===== src/rtl/cfgpd_pkg.sv =====
// Package: shared types for the configuration / deep power-down sequencer.
// Assumes a 16-bit configuration word and a 2-bit register select field.
package cfgpd_pkg;

    typedef enum logic [2:0] {
        OP_NONE   = 3'd0,
        OP_WR_BUS = 3'd1,
        OP_WR_REF = 3'd2,
        OP_RD_BUS = 3'd3,
        OP_RD_REF = 3'd4,
        OP_SLEEP  = 3'd5,
        OP_WAKE   = 3'd6
    } op_e;

    typedef enum logic [1:0] {
        ST_IDLE = 2'b00,
        ST_BUSY = 2'b01,
        ST_DOWN = 2'b10
    } stat_e;

    typedef enum logic [2:0] {
        PH_IDLE,
        PH_SETUP,
        PH_STROBE,
        PH_DOWN,
        PH_PULSE,
        PH_RECOV
    } phase_e;

    localparam logic [1:0] SEL_BUS = 2'b10;
    localparam logic [1:0] SEL_REF = 2'b00;
    localparam int         ARM_BIT = 4;

endpackage


===== src/rtl/cfgpd_timer.sv =====
// Module: down-counter used for strobe and recovery windows.
// Assumes load has priority; zero is high whenever the count is zero.
module cfgpd_timer #(
    parameter int CNT_W = 5
) (
    input  logic             clk,
    input  logic             rst_n,
    input  logic             load,
    input  logic [CNT_W-1:0] load_val,
    output logic             zero
);
    logic [CNT_W-1:0] cnt;

    // Load a new window or count down towards zero.
    always_ff @(posedge clk) begin
        if (!rst_n)
            cnt <= '0;
        else if (load)
            cnt <= load_val;
        else if (cnt != '0)
            cnt <= cnt - 1'b1;
    end

    assign zero = (cnt == '0);
endmodule


===== src/rtl/cfgpd_fsm.sv =====
// Module: command sequencer. Accepts local commands and steps through the
// setup, strobe, powered-down, wake pulse and recovery phases.
// Assumes HOLD_CYC and RECOV_CYC are at least 1.
module cfgpd_fsm
    import cfgpd_pkg::*;
#(
    parameter int DATA_W    = 16,
    parameter int HOLD_CYC  = 4,
    parameter int RECOV_CYC = 20,
    parameter int CNT_W     = 5
) (
    input  logic              clk,
    input  logic              rst_n,
    input  logic              cmd_valid,
    input  logic [2:0]        cmd_op,
    input  logic [DATA_W-1:0] cmd_data,
    input  logic              timer_zero,
    output logic              cmd_ready,
    output phase_e            phase,
    output logic              is_read,
    output logic [1:0]        sel,
    output logic [DATA_W-1:0] value,
    output logic              timer_load,
    output logic [CNT_W-1:0]  timer_val,
    output logic              capture
);
    op_e op;
    logic take;

    assign op = op_e'(cmd_op);

    // Decide whether a command can be taken in the current phase.
    always_comb begin
        case (phase)
            PH_IDLE: cmd_ready = 1'b1;
            PH_DOWN: cmd_ready = (op == OP_WAKE);
            default: cmd_ready = 1'b0;
        endcase
    end

    assign take = cmd_valid && cmd_ready;

    // Load the timer on entry to a timed phase.
    always_comb begin
        timer_load = 1'b0;
        timer_val  = '0;
        if (phase == PH_SETUP) begin
            timer_load = 1'b1;
            timer_val  = CNT_W'(HOLD_CYC - 1);
        end else if (phase == PH_PULSE) begin
            timer_load = 1'b1;
            timer_val  = CNT_W'(RECOV_CYC - 1);
        end
    end

    assign capture = (phase == PH_STROBE) && timer_zero && is_read;

    // Phase register and the latched access descriptor.
    always_ff @(posedge clk) begin
        if (!rst_n) begin
            phase   <= PH_IDLE;
            is_read <= 1'b0;
            sel     <= SEL_REF;
            value   <= '0;
        end else begin
            case (phase)
                PH_IDLE: if (take) begin
                    case (op)
                        OP_WR_BUS: begin phase <= PH_SETUP; is_read <= 1'b0; sel <= SEL_BUS; value <= cmd_data; end
                        OP_WR_REF: begin phase <= PH_SETUP; is_read <= 1'b0; sel <= SEL_REF; value <= cmd_data; end
                        OP_SLEEP: begin
                            phase   <= PH_SETUP;
                            is_read <= 1'b0;
                            sel     <= SEL_REF;
                            value   <= cmd_data & ~(DATA_W'(1) << ARM_BIT);
                        end
                        OP_RD_BUS: begin phase <= PH_SETUP; is_read <= 1'b1; sel <= SEL_BUS; value <= '0; end
                        OP_RD_REF: begin phase <= PH_SETUP; is_read <= 1'b1; sel <= SEL_REF; value <= '0; end
                        default: phase <= PH_IDLE;
                    endcase
                end
                PH_SETUP: phase <= PH_STROBE;
                PH_STROBE: if (timer_zero) begin
                    if (!is_read && sel == SEL_REF && !value[ARM_BIT])
                        phase <= PH_DOWN;
                    else
                        phase <= PH_IDLE;
                end
                PH_DOWN:  if (take) phase <= PH_PULSE;
                PH_PULSE: phase <= PH_RECOV;
                PH_RECOV: if (timer_zero) phase <= PH_IDLE;
                default:  phase <= PH_IDLE;
            endcase
        end
    end

    // A rejected command in the powered-down phase must not end it.
    AST_DOWN_HOLDS: assert property (@(posedge clk) disable iff (!rst_n)
        (phase == PH_DOWN && cmd_valid && op != OP_WAKE) |=> (phase == PH_DOWN));

    // A wake pulse lasts one cycle and always leads into recovery.
    AST_PULSE_ONE: assert property (@(posedge clk) disable iff (!rst_n)
        (phase == PH_PULSE) |=> (phase == PH_RECOV));
endmodule


===== src/rtl/cfgpd_pins.sv =====
// Module: decodes the sequencer phase into memory control pins.
// Assumes the register select sits at SEL_LSB and the value at bit 0.
module cfgpd_pins
    import cfgpd_pkg::*;
#(
    parameter int ADDR_W  = 22,
    parameter int DATA_W  = 16,
    parameter int SEL_LSB = 18
) (
    input  phase_e            phase,
    input  logic              is_read,
    input  logic [1:0]        sel,
    input  logic [DATA_W-1:0] value,
    output logic              cs_n,
    output logic              oe_n,
    output logic              we_n,
    output logic              adv_n,
    output logic              cre,
    output logic              lb_n,
    output logic              ub_n,
    output logic [ADDR_W-1:0] addr
);
    logic cfg_phase;
    logic strobe;

    assign cfg_phase = (phase == PH_SETUP) || (phase == PH_STROBE);
    assign strobe    = (phase == PH_STROBE);

    // Drive control pins from the current phase.
    always_comb begin
        cs_n  = !(strobe || phase == PH_PULSE);
        cre   = cfg_phase;
        adv_n = !cfg_phase;
        we_n  = !(strobe && !is_read);
        oe_n  = !(strobe && is_read);
        lb_n  = !(strobe && is_read);
        ub_n  = !(strobe && is_read);
    end

    // Place the value and the register select on the address lines.
    always_comb begin
        addr = '0;
        if (cfg_phase) begin
            addr[DATA_W-1:0]      = value;
            addr[SEL_LSB +: 2]    = sel;
        end
    end
endmodule


===== src/rtl/cfgpd_seq.sv =====
// Module: top of the PSRAM configuration and deep power-down sequencer.
// Assumes mem_dq_in is valid during the last strobe cycle of a read.
module cfgpd_seq
    import cfgpd_pkg::*;
#(
    parameter int ADDR_W    = 22,
    parameter int DATA_W    = 16,
    parameter int SEL_LSB   = 18,
    parameter int HOLD_CYC  = 4,
    parameter int RECOV_CYC = 20
) (
    input  logic              clk,
    input  logic              rst_n,
    input  logic              cmd_valid,
    input  logic [2:0]        cmd_op,
    input  logic [DATA_W-1:0] cmd_data,
    output logic              cmd_ready,
    output logic [1:0]        status,
    output logic [DATA_W-1:0] rd_value,
    output logic              rd_done,
    output logic              mem_clk,
    output logic              mem_cs_n,
    output logic              mem_oe_n,
    output logic              mem_we_n,
    output logic              mem_adv_n,
    output logic              mem_cre,
    output logic              mem_lb_n,
    output logic              mem_ub_n,
    output logic [ADDR_W-1:0] mem_addr,
    input  logic [DATA_W-1:0] mem_dq_in
);
    localparam int MAX_CYC = (HOLD_CYC > RECOV_CYC) ? HOLD_CYC : RECOV_CYC;
    localparam int CNT_W   = $clog2(MAX_CYC + 1);

    phase_e            phase;
    logic              is_read;
    logic [1:0]        sel;
    logic [DATA_W-1:0] value;
    logic              timer_load;
    logic [CNT_W-1:0]  timer_val;
    logic              timer_zero;
    logic              capture;

    cfgpd_fsm #(
        .DATA_W(DATA_W), .HOLD_CYC(HOLD_CYC), .RECOV_CYC(RECOV_CYC), .CNT_W(CNT_W)
    ) u_fsm (
        .clk(clk), .rst_n(rst_n), .cmd_valid(cmd_valid), .cmd_op(cmd_op),
        .cmd_data(cmd_data), .timer_zero(timer_zero), .cmd_ready(cmd_ready),
        .phase(phase), .is_read(is_read), .sel(sel), .value(value),
        .timer_load(timer_load), .timer_val(timer_val), .capture(capture)
    );

    cfgpd_timer #(.CNT_W(CNT_W)) u_timer (
        .clk(clk), .rst_n(rst_n), .load(timer_load), .load_val(timer_val), .zero(timer_zero)
    );

    cfgpd_pins #(.ADDR_W(ADDR_W), .DATA_W(DATA_W), .SEL_LSB(SEL_LSB)) u_pins (
        .phase(phase), .is_read(is_read), .sel(sel), .value(value),
        .cs_n(mem_cs_n), .oe_n(mem_oe_n), .we_n(mem_we_n), .adv_n(mem_adv_n),
        .cre(mem_cre), .lb_n(mem_lb_n), .ub_n(mem_ub_n), .addr(mem_addr)
    );

    assign mem_clk = 1'b0;

    // Map the phase onto the reported status code.
    always_comb begin
        case (phase)
            PH_IDLE: status = ST_IDLE;
            PH_DOWN: status = ST_DOWN;
            default: status = ST_BUSY;
        endcase
    end

    // Hold the last word read back and flag its arrival.
    always_ff @(posedge clk) begin
        if (!rst_n) begin
            rd_value <= '0;
            rd_done  <= 1'b0;
        end else begin
            rd_done <= capture;
            if (capture)
                rd_value <= mem_dq_in;
        end
    end

    AST_ADDR_STABLE: assert property (@(posedge clk) disable iff (!rst_n)
        (!mem_cs_n && mem_cre && $past(!mem_cs_n)) |-> $stable(mem_addr));

    AST_CRE_LEADS: assert property (@(posedge clk) disable iff (!rst_n)
        ($fell(mem_cs_n) && mem_cre) |-> $past(mem_cre));

    AST_NO_RW_CLASH: assert property (@(posedge clk) disable iff (!rst_n)
        !(!mem_oe_n && !mem_we_n));

    AST_DOWN_QUIET: assert property (@(posedge clk) disable iff (!rst_n)
        (status == ST_DOWN) |-> mem_cs_n);
endmodule


===== config.mk =====
export PLATFORM = sky130hd
export DESIGN_NAME = cfgpd_seq
export DESIGN_NICKNAME = d
export VERILOG_FILES = /design/src/rtl/cfgpd_pkg.sv /design/src/rtl/cfgpd_timer.sv /design/src/rtl/cfgpd_fsm.sv /design/src/rtl/cfgpd_pins.sv /design/src/rtl/cfgpd_seq.sv
export SDC_FILE = /design/constraint.sdc
export NUM_CORES = 1
export LEC_CHECK = 0
export BUFFER_PORTS_ARGS = -buffer_cell sky130_fd_sc_hd__buf_4
export CAP_MARGIN = 0
export CORE_UTILIZATION = 50
export CTS_BUF_LIST = sky130_fd_sc_hd__clkbuf_8 sky130_fd_sc_hd__clkbuf_16
export DETAILED_ROUTE_END_ITERATION = 10
export PLACE_DENSITY = 0.84
export SYNTH_ARGS = -nofsm -noshare
export SYNTH_HDL_FRONTEND = slang
export SYNTH_SLANG_ARGS = --single-unit
export TNS_END_PERCENT = 5

===== constraint.sdc =====
create_clock -name clk -period 3.8 [get_ports clk]
set_clock_uncertainty 0.1 [all_clocks]
set_input_delay 0.19 -clock clk [delete_from_list [all_inputs] [get_ports clk]]
set_output_delay 0.19 -clock clk [all_outputs]
set_load 0.02 [all_outputs]

* After elaboration in Yosys (flattened, before gate mapping)
Cells that the tools add are included.
** Word-level totals
- Flip-flop bits (word level) :: 44
- Bits in latches :: 0
- Bits in writable memories :: 0
- ROM bits :: 0
- Bits of input ports :: 38
- Logic and storage cells :: 76
- Memories kept :: 0
** Operators by class
- $add $sub $neg :: 1
- Multiply operators :: 0
- Div/mod/pow operators :: 0
- Magnitude comparators :: 0
- Equality and inequality tests :: 15
- Shift operators :: 0
- Multiplexer cells :: 20
- Bitwise logic cells :: 0
- Reductions and logical operators :: 33
** Operator list (number)
- one-hot mux 16 bit (3 select lines) :: 1
- two-way mux 5 bit :: 4
- one-hot mux 3 bit (6 select lines) :: 1
- two-way mux 16 bit :: 1
- equality test 3 bit, second input constant :: 5
- equality test 3 x 2 -> 1 bit, second input constant :: 4
- two-way mux 3 bit :: 4
- AND reduction 3 bit :: 3
- one-hot mux 2 bit (2 select lines) :: 2
- logical AND 1 bit :: 7
- equality test 3 x 1 -> 1 bit, second input constant :: 2
- zero test 1 bit :: 6
- inequality test 2 x 1 -> 1 bit, second input constant :: 3
- nonzero test 2 bit :: 3
- OR reduction 2 bit :: 3
- OR reduction 3 bit :: 2
- zero test 5 bit :: 1
- nonzero test 5 bit :: 1
- OR reduction 5 bit :: 1
- subtractor 5 x 1 -> 5 bit, second input constant :: 1
- two-way mux 2 bit :: 2
- one-hot mux 1 bit (2 select lines) :: 2
- AND reduction 4 bit :: 1
- zero test 3 bit :: 1
- other kinds (5) :: 8

* Longest topological paths before layout
Gate-level depths: netlist of run 1.
- Word-level depth :: 6
- Gate-level depth with buffers :: 8
- Mapped depth without buffers :: 6

* Hierarchy
A second synthesis of run 1 with hierarchy kept.
** Second synthesis, totals
- Cells, all modules :: 228
- Area total of the unflattened synthesis :: 2214.6 um2
** Modules (own cells, without submodules)
- cfgpd_fsm :: times used 1, cells each 98, area an instance 973.4 um2, seq. area each 420.4 um2
- cfgpd_seq :: times used 1, cells each 59, area an instance 675.6 um2, seq. area each 340.3 um2
- cfgpd_timer :: times used 1, cells each 34, area an instance 300.3 um2, seq. area each 100.1 um2
- cfgpd_pins :: times used 1, cells each 37, area an instance 265.3 um2, seq. area each 0.0 um2

* Worst setup path before layout of run 1
Ideal clock, no wire load.
- Path kind :: reg-to-output
- Start point :: reg u_fsm.phase[2]
- End point :: out mem_addr[0]
- Arrival :: 1506 ps
- Required time :: 3510 ps
- Path slack :: 2004 ps
- Cell stages (with the launch flop) :: 5
- Path buffers :: 2
- Cell sequence :: dfxtp_1 clkbuf_1 nor2_1 clkbuf_1 and2_1
** Between the ends
- Word-level cells in the longest chain between the ends :: 3
- Elaborated cells on any way between the ends :: 4
- Classes of those cells :: eq/ne: 2; mux: 1; reduce/logical: 1
** RTL lines
- start, declared :: line cfgpd_fsm.sv:19 : output phase_e phase,
- start signal, assigned :: line cfgpd_fsm.sv:61 : phase <= PH_IDLE;
- start signal, assigned :: line cfgpd_fsm.sv:69 : OP_WR_BUS: begin phase <= PH_SETUP; is_read <= 1'b0; sel <= SEL_BUS; value <= cmd_data; end
- start signal, assigned :: line cfgpd_fsm.sv:70 : OP_WR_REF: begin phase <= PH_SETUP; is_read <= 1'b0; sel <= SEL_REF; value <= cmd_data; end
- equality test 3 x 1 -> 1 bit or equality test 3 x 2 -> 1 bit (tied branches) :: line cfgpd_pins.sv:26 : assign cfg_phase = (phase == PH_SETUP) || (phase == PH_STROBE);
- logical OR 1 bit (*) :: line cfgpd_pins.sv:26
- net mem_cre :: line cfgpd_seq.sv:26 : output logic mem_cre,
- two-way mux 16 bit (*) :: line cfgpd_pins.sv:43 : if (cfg_phase) begin
- end, declared :: line cfgpd_seq.sv:29 : output logic [ADDR_W-1:0] mem_addr,
The timed path passes the listed nets; every way through them passes the cells marked *.

* Worst setup path after layout of run 1
- Start point :: reg u_timer.cnt[0]
- End point :: reg rd_value[3]
** Between the ends
- Word-level cells in the longest chain between the ends :: 3
** RTL lines
- start, declared :: line cfgpd_timer.sv:12 : logic [CNT_W-1:0] cnt;
- start signal, assigned :: line cfgpd_timer.sv:19 : cnt <= load_val;
- start signal, assigned :: line cfgpd_timer.sv:21 : cnt <= cnt - 1'b1;
- zero test 5 bit :: line cfgpd_timer.sv:24 : assign zero = (cnt == '0);
- logical AND 1 bit (2 in series) :: line cfgpd_fsm.sv:56 : assign capture = (phase == PH_STROBE) && timer_zero && is_read;
- end signal, assigned :: line cfgpd_seq.sv:82 : rd_value <= mem_dq_in;
- end, declared :: line cfgpd_seq.sv:19 : output logic [DATA_W-1:0] rd_value,
Every way passes these cells.
A chain may end at the register's enable or synchronous reset.

==> impl_results.md, run 1 <==
- Worst Setup End Kind: register
- Final #Nets: approximately 330
- Root buffer cell: clkbuf_8
- Core Area: 0.00374 mm²
- Mapped Cells: 212
- Chip Height: 65.4 µm
- Placed cell areas: 0.00255 mm²
- Hold Vio Cnt, Final: 0
- Final setup fails: 0
- Most common cell after layout, fill and taps aside: buf_4
- Fillers: 318
- Crit start category: register
- Mean routed wirelength per cell: 12.8 µm
- Initial antenna violation count: 0
- Largest net degree at the start of global routing: 25
- Commonest non-fill, non-tap cells in the layout: 81 x buf_4, 43 x dfxtp_1, 27 x nor2_1
- Worst-skew pair later-pin latency: ~290 ps
- Status: finished, final reports clean
- First-pass GRT wire length: 7080 µm
- Port Buffer Count: just over 80
- Worst EP required: 3850 ps
- Synthesized area per cell: 9.48 µm²
- Vias per cell: 5.02
- Post-DP HPWL: 3130 µm
- Clock tree sinks: between 40 and 50
- Hold WC Path Type: input port to register
- Post-synth top flop: dfxtp_1
- Max VDD drop: 0.293 mV
- Layout area overhead: 32.3%
- Design Area, Final: 0.00266 mm²
- Initial core utilization: 53.7%
- Post-layout min period: 2530 ps
- Cell Pwr Density: between 400 and 500 mW/mm²
- GPL Wtd Cong: 0.742
- CTS tree: done
- Post-synthesis sequential area ratio: a little over two fifths
- I/O pin count: 88
- Share of layout cells above drive strength 1: 35.3%
- Setup Buffers After CTS: 0
- Final period util: 66.7%
- Unrepaired setup endpoints after global routing: no
- Setup TNS: 0 ps
- CTS buffer count: 5
- Initial drt markers: 78
- Synthesis Warnings: 0
- Via count of the routed design: about 1.7k
- Total grt overflow: 0
- Worst-Margin Slew: 1010 ps
- Critical path arrival: 2580 ps
- Ant. Diodes: 0
- CTS clk-pin slew, worst paths: approximately 80 ps
- Die W: ~65 µm
- Maximum level of the CTS H-tree: 2
- #FFs+latches synth: 43
- Yosys cell types: 41
- Max clock buf depth: 2
- Total track usage: a little over a fifth
- Final WL: between 4000 and 5000 µm
- EDFF count, synth: 0
- Vias in the first global route: 1619
- Die ar.: 0.00428 mm²
- Rows: 22
- Crit Path Class: register to register
- F_max: around 0.4 GHz
- Slew Limit Fails: 0
- Slew headroom: 32.5%
- Maxcap violations: 0
- Mapped cell area: roughly 0.0020 mm²
- 1st-pass router iterations: 4
- Detail Route Antenna Nets: 0
- Leak Pwr: approximately 1.3 nW
- Worst-path maximum fanout: 17
- DRC viols: 0
- Synth async-reset ratio: 0%
[registers in the layout, indices dropped and copies added (netlist names)]
signal	flops
u_fsm.value	16
rd_done	1
rd_value	16
u_fsm.phase	3
u_fsm.is_read	1
u_timer.cnt	5
u_fsm.sel	1
[through the flow]
step | util (%) | hold slack, ps | instances | worst slack (ps) | power (mW)
4_1_cts | 70.5 | 3.02 | 335 | 1270 | 1.29
5_1_grt | 71.0 | 1.94 | 337 | 982 | 1.37
3_3_place_gp | 68.2 | 307 | 327 | 1360 | 0.998
3_5_place_dp | 68.2 | 311 | 327 | 1270 | 1.01
2_1_floorplan | - | 207 | 217 | 2000 | 0.880
6_report | 71.0 | 19.1 | 337 | 1270 | 1.28
[cell type report]
| class | instances | area, µm² | area share (%) |
|---|---|---|---|
| clock inverters | 3 | 16.3 | 0.612 |
| repair buffers | 83 | 628 | 23.6 |
| flip-flops and latches | 43 | 861 | 32.4 |
| inverters | 7 | 26.3 | 0.989 |
| clock buffers | 5 | 68.8 | 2.59 |
| multi-input cells | 148 | 997 | 37.5 |
| well taps | 48 | 60.1 | 2.26 |
[path summary, 6_finish.rpt]
check | endpoint | slack (ps) | startpoint | cells past startpoint
max | rd_value[3] | 1270 | u_timer.cnt[0] | 6
min | u_fsm.value[9] | 20 | cmd_data[9] | 2
max reg2reg | rd_value[3] | 1270 | u_timer.cnt[0] | 6
min reg2reg | u_fsm.sel[1] | 370 | u_fsm.sel[1] | 2
[cells in the mapped netlist (2+ instances only)]
library cell / count / area share (%)
inv_1: 7 / 1.3
a22o_2: 5 / 2.5
o21a_1: 2 / 0.75
nand2_1: 10 / 1.9
o21ai_0: 5 / 1.2
buf_6: 5 / 2.8
mux2i_1: 17 / 8.5
nor4_1: 2 / 0.62
nand3b_1: 2 / 0.75
a22o_1: 10 / 4.4
nor3_4: 2 / 1.6
buf_4: 9 / 3.4
nor2_1: 27 / 5.0
xnor2_1: 3 / 1.3
nand4_1: 2 / 0.62
nor3_1: 2 / 0.50
clkbuf_1: 4 / 0.75
dfxtp_1: 43 / 43
nand2b_1: 6 / 1.9
a21oi_1: 12 / 3.0
and2_1: 17 / 5.3
[worst max-delay path, stage by stage, from the launching register on]
cell     delay [ps]
dfxtp_1         330
inv_1            80
ha_1            200
nor4b_4         430
nand3_1         800
mux2i_1         390
nor2_1           60
[per-layer routing]
layer | global-route usage, % | wire length, µm | vias to the layer above
met2 | 37.6 | 2130 | 66
met5 | 0 | 0 | -
li1 | - | - | 865
met3 | 7.29 | 335 | 6
met4 | 6.52 | 34 | 0
met1 | 24.3 | 1820 | 756
[logic make-up (layout without fill, tap and decap cells)]
kind of cell / count (synthesis) / in the layout / synth area share [%]
and+or+nand+nor: 83 / 83 / 24.8
xor gates and xnor gates: 4 / 4 / 1.74
other: 1 / 6 / 0.187
AOI/OAI and AO/OA: 37 / 37 / 12.8
buffers and inverters: 26 / 98 / 8.47
muxes: 17 / 17 / 8.47
adders and majority gates: 1 / 1 / 0.623
DFF: 43 / 43 / 42.8
[power breakdown]
part	internal, mW	switching (mW)	total [mW]
sequential	0.493	0.0506	0.544
combinational	0.210	0.247	0.458
clock	0.126	0.150	0.276
total	0.829	0.448	1.28
[what timing repair did]
item,4_1_cts,5_1_grt
hold buffers,0,2
gates resized for setup,0,0
endpoints found under the hold margin,0,2
Note: power is estimated with default switching activity, not from simulation.
==> run 2, diff against run 1 <==
- CORE_UTILIZATION: 50 -> 42
- PLACE_DENSITY: 0.84 -> 0.75
- clock period: 3.8 -> 2.3 ns (I/O delays scaled with it)
==> run 2 against run 1 <==
Against the previous run: the flow now finishes with violations (design-rule violations); critical path depth is 1 lower; sequential share of layout area is 3.9 points lower; hold slack better by 3.1 ps; routed wire length is 12% higher; critical endpoint is now mem_addr[13]; setup slack worse by 920 ps; highest routed layer unchanged; die area is 18% higher; utilization is 3.5 points lower; flip-flop and latch count stayed put; via count is 7.7% higher; clock power is 120% higher.
==> impl_results.md, run 2 (synthesis results as in run 1) <==
- Unrepaired setup endpoints after global routing: no
- Mean routed wirelength per cell: 12.9 µm
- Post-route setup slack: 342 ps
- Layout area overhead: 50.2%
- Cts hold-fix bufs: 32
- Maxcap violations: 0
- Regs by FF count: rd_value: 16 flops, u_fsm.value: 16 flops, u_timer.cnt: 5 flops
- Register area: around 860 µm²
- Setup Buffers After CTS: 0
- Placed Cells: 334
- Post-layout min period: 1960 ps
- Final setup fails: 0
- Rows: 24
- Violated checks: design-rule violations
- Maximum level of the CTS H-tree: 2
- CTS clk-pin slew, worst paths: about 80 ps
- GPL Wtd Cong: slightly above 0.8
- Core Area: 0.00447 mm²
- Hold WC Path Type: input port to register
- Hold depth: 3
- Critical path arrival: between 1500 and 2000 ps
- Root buffer cell: clkbuf_8
- Initial core utilization: 44.9%
- Final WL: 4840 µm
- Worst Setup End Kind: output port
- Crit start category: register
- Via count of the routed design: approximately 1.8k
- Slew headroom: 63.1%
- Initial antenna violation count: 0
- CTS tree: done
- Worst EP required: 2090 ps
- Min Hold Slack: between 20 and 25 ps
- Utilization after layout: 67.4%
- R2R setup slack: around 450 ps
- F_max: 0.511 GHz
- Worst-path maximum fanout: 19
- Min-Delay Startpoint: cmd_op[0]
- Detail Route Antenna Nets: 0
- 1st-pass router iterations: 7
- Clock tree sinks: 43
- Slew Limit Fails: 0
- Largest net degree at the start of global routing: 24
- Max clock buf depth: 2
- Final period util: 85.1%
- Die ar.: a little over 0.005 mm²
- Worst-Margin Slew: 552 ps
- Initial drt markers: 74
- Total grt overflow: 0
- Commonest non-fill, non-tap cells in the layout: 84 x buf_4, 43 x dfxtp_1, 32 x dlygate4sd3_1
- First-pass GRT wire length: 7600 µm
- Most used cell, CP: buf_4
- Die W: between 70 and 80 µm
- Vias in the first global route: 1743
- Cell Pwr Density: 766 mW/mm²
- Hold Vio Cnt, Final: 0
- DRC viols: 5
- Port Buffer Count: 81
- Setup TNS: 0 ps
- Ant. Diodes: 0
- Chip Height: 71.2 µm
- Max VDD drop: 0.450 mV
- Max incr delay on CP: about 640 ps
- R2r endpoint: rd_value[12]
- Fillers: 364
- Pre-CTS setup slack: 462 ps
- Post-layout instance count excluding filler cells: roughly 370
- Worst-skew pair later-pin latency: around 300 ps
- I/O pin count: 88
- Status: finished with violations
- Reg2reg start: u_timer.cnt[0]
- Multi-input gate area: approximately 1000 µm²
- CTS buffer count: 5
- Vias per cell: 4.88
- Total track usage: 19.4%
- Hold EP: u_fsm.sel[1]
- CP max-delay cell: dfxtp_1
- Crit Path Class: register to output port
- PostCTS Resize Cnt: 0
- Post-DP HPWL: 3100 µm
- Share of layout cells above drive strength 1: 32.9%
- Crit-path cells: xnor2_1 > nor2_1 > buf_4 > and2_1 > buf_4
- Leak Pwr: between 1 and 1.5 nW
- Worst reg2reg path depth: 7
- Most common cell after layout, fill and taps aside: buf_4
- Final #Nets: 360
[run 2: metal layers]
layer  GRT usage, %  vias to the layer above  share of wire, %
met5              0                        -                 0
met4           8.67                        0               1.7
met3           4.99                        7               5.9
met2           35.6                       64                52
met1           20.8                      826                41
li1               -                      927                 -
[run 2: worst max-delay path: cells and delay by family (launching register included)]
kind | cells | cell delay [ps]
flops | 1 | 640
buf+inv | 2 | 360
simple gates | 2 | 240
xor+xnor | 1 | 200
[run 2: area by class of cell]
type                    count  share of cell area [%]
well taps                  52                    2.16
flip-flops and latches     43                    28.5
inverters                   7                   0.871
clock buffers               6                    2.74
clock inverters             2                    1.16
multi-input cells         148                    33.0
repair buffers            116                    31.5
[run 2: stage by stage]
step / power, mW / area (µm²)
6_report: 2.31 / 3020
5_1_grt: 2.44 / 3020
4_1_cts: 2.33 / 3020
3_5_place_dp: 1.68 / 2580
3_3_place_gp: 1.67 / 2580
2_1_floorplan: 1.45 / 2030
[run 2: worst max path at each step]
| stage | start | slack [ps] | cells after the start | endpoint |
|---|---|---|---|---|
| floorplan | u_fsm.phase[2] | 580 | 4 | mem_addr[0] |
| global placement | u_fsm.phase[1] | 480 | 4 | u_fsm.value[2] |
| detailed placement | u_fsm.phase[1] | 460 | 4 | u_fsm.value[5] |
| CTS | u_fsm.phase[1] | 340 | 5 | mem_addr[0] |
| global route | u_fsm.phase[1] | 210 | 5 | mem_addr[9] |
| finish | u_fsm.phase[1] | 340 | 5 | mem_addr[13] |
[run 2: power breakdown]
part	internal (mW)	total, mW	switching, mW	leakage [nW]
Clock	0.351	0.605	0.254	0.0612
Sequential	0.815	0.900	0.0855	0.349
Combinational	0.394	0.806	0.413	1.07
Total	1.56	2.31	0.752	1.48
==> run 3, diff against run 2 <==
- ABC_CLOCK_PERIOD_IN_PS: unset -> 2090
- CORE_UTILIZATION: 42 -> 47
- PLACE_DENSITY: 0.75 -> 0.79
- clock period: 2.3 -> 2.09 ns (I/O delays scaled with it)
==> run 3 against run 2 <==
Against the previous run: the run now ends clean; clock-buffer cell count shrank 1; total power grew 4.2%; die area decreased by 10%; utilization up 6.6 points; largest cell class unchanged.
==> impl_results.md, run 3 (synthesis results as in run 1) <==
- Status: finished, final reports clean
- Via count of the routed design: 1854
- Die W: 67.4 µm
- Unrepaired setup endpoints after global routing: no
- Setup TNS: 0 ps
- Final setup fails: 0
- Critical path arrival: 1680 ps
- Slew Limit Fails: 0
- Worst EP required: 1890 ps
- Worst-Margin Slew: 523 ps
- Final WL: 4680 µm
- Regs by FF count: rd_value: 16 flops, u_fsm.value: 16 flops, u_timer.cnt: 5 flops
- PostCTS Resize Cnt: 0
- Die ar.: 0.00454 mm²
- GPL Wtd Cong: 0.930
- 1st-pass router iterations: 4
- R2R setup slack: between 300 and 400 ps
- Placed cell areas: 0.00260 mm²
- Vias in the first global route: 1735
- I/O pin count: 88
- Total track usage: 22.3%
- F_max: about 0.53 GHz
- R2r endpoint: u_timer.cnt[1]
- First-pass GRT wire length: 7450 µm
- Detail Route Antenna Nets: 0
- Commonest non-fill, non-tap cells in the layout: 87 x buf_4, 43 x dfxtp_1, 32 x dlygate4sd3_1
- Multi-input gate area: 997 µm²
- Chip Height: ~67 µm
- CTS buffer count: 5
- Worst reg2reg path depth: 6
- Final period util: about nine tenths
- Initial core utilization: 49.5%
- Hold Vio Cnt, Final: 0
- Reg2reg start: u_timer.cnt[0]
- DRC viols: 0
- Port Buffer Count: 81
- Post-DP HPWL: 3080 µm
- Largest net degree at the start of global routing: 24
- Initial drt markers: a little under 80
- CTS tree: done
- Vias per cell: 4.94
- Register area: 861 µm²
- Total grt overflow: 0
- Hold WC Path Type: input port to register
- Hold EP: u_fsm.sel[1]
- Final #Nets: 363
- Mean routed wirelength per cell: 12.5 µm
- Crit start category: register
- Clock tree sinks: 43
- Max clock buf depth: 2
- CTS clk-pin slew, worst paths: 70 ps
- Slew headroom: 65.1%
- Leak Pwr: 1.48 nW
- Worst-path maximum fanout: 19
- Initial antenna violation count: 0
- Post-layout min period: 1880 ps
- Hold depth: 3
- Layout area overhead: 49.6%
- Root buffer cell: clkbuf_8
- Min-Delay Startpoint: cmd_op[0]
- Most common cell after layout, fill and taps aside: buf_4
- Maxcap violations: 0
- Worst-skew pair later-pin latency: a little under 300 ps
- Worst Setup End Kind: output port
- Core Area: ~0.0041 mm²
- Share of layout cells above drive strength 1: 33.2%
- Crit Path Class: register to output port
- Rows: 23
- Fillers: 288
- Max VDD drop: 0.420 mV
- Cell Pwr Density: 801 mW/mm²
- Maximum level of the CTS H-tree: 2
- Ant. Diodes: 0
- Design Area, Final: roughly 0.0030 mm²
## run 3: worst max-delay path by stage
stage                     slack, ps  cells past startpoint              to      startpoint
after global placement          370                      6  u_timer.cnt[1]  u_timer.cnt[0]
after floorplan                 380                      4     mem_addr[0]  u_fsm.phase[2]
after detailed placement        330                      6  u_timer.cnt[1]  u_timer.cnt[0]
after global routing             50                      5    mem_addr[12]  u_fsm.phase[0]
final                           210                      5    mem_addr[12]  u_fsm.phase[0]
after CTS                       200                      5    mem_addr[12]  u_fsm.phase[0]
## run 3: cell type report
class / count / area share, %
repair buffers: 119 / 32.4
multi-input cells: 148 / 33.2
flip-flops and latches: 43 / 28.6
well taps: 50 / 2.08
clock buffers: 5 / 2.29
clock inverters: 3 / 0.541
inverters: 7 / 0.874
## run 3: what timing repair did
action                     4_1_cts  5_1_grt
buffers inserted                 0        0
hold endpoints to repair        33        0
hold buffers                    32        0
setup endpoints to repair        0        0
## run 3: through the flow
step           instances  worst slack (ps)  hold WS, ps  utilization [%]  total power [mW]
2_1_floorplan        217               380          122                -              1.60
3_3_place_gp         335               370          222             64.1              1.87
3_5_place_dp         335               326          231             64.1              1.88
4_1_cts              375               202         2.31             74.1              2.44
5_1_grt              375              47.8         27.1             74.1              2.59
6_report             375               210         9.30             74.1              2.41
## run 3: critical path, stage by stage (launching register included)
cell and delay, ps:
dfxtp_1 590, xnor2_1 200, nor2_1 60, buf_4 210, and2_1 170, buf_4 150
## run 3: routing by layer
metal	share of wire, %	vias up	track usage, %	wire length (µm)
li1	-	929	-	-
met3	8.4	8	8.95	394
met2	48	77	36.5	2260
met1	42	840	24.9	1950
met5	0	-	0	0
met4	1.6	0	11.2	74
## run 3: power by group
| part | internal, mW | switching, mW | leakage [nW] |
|---|---|---|---|
| clock | 0.228 | 0.273 | 0.0453 |
| combinational | 0.458 | 0.474 | 1.09 |
| sequential | 0.897 | 0.0784 | 0.349 |
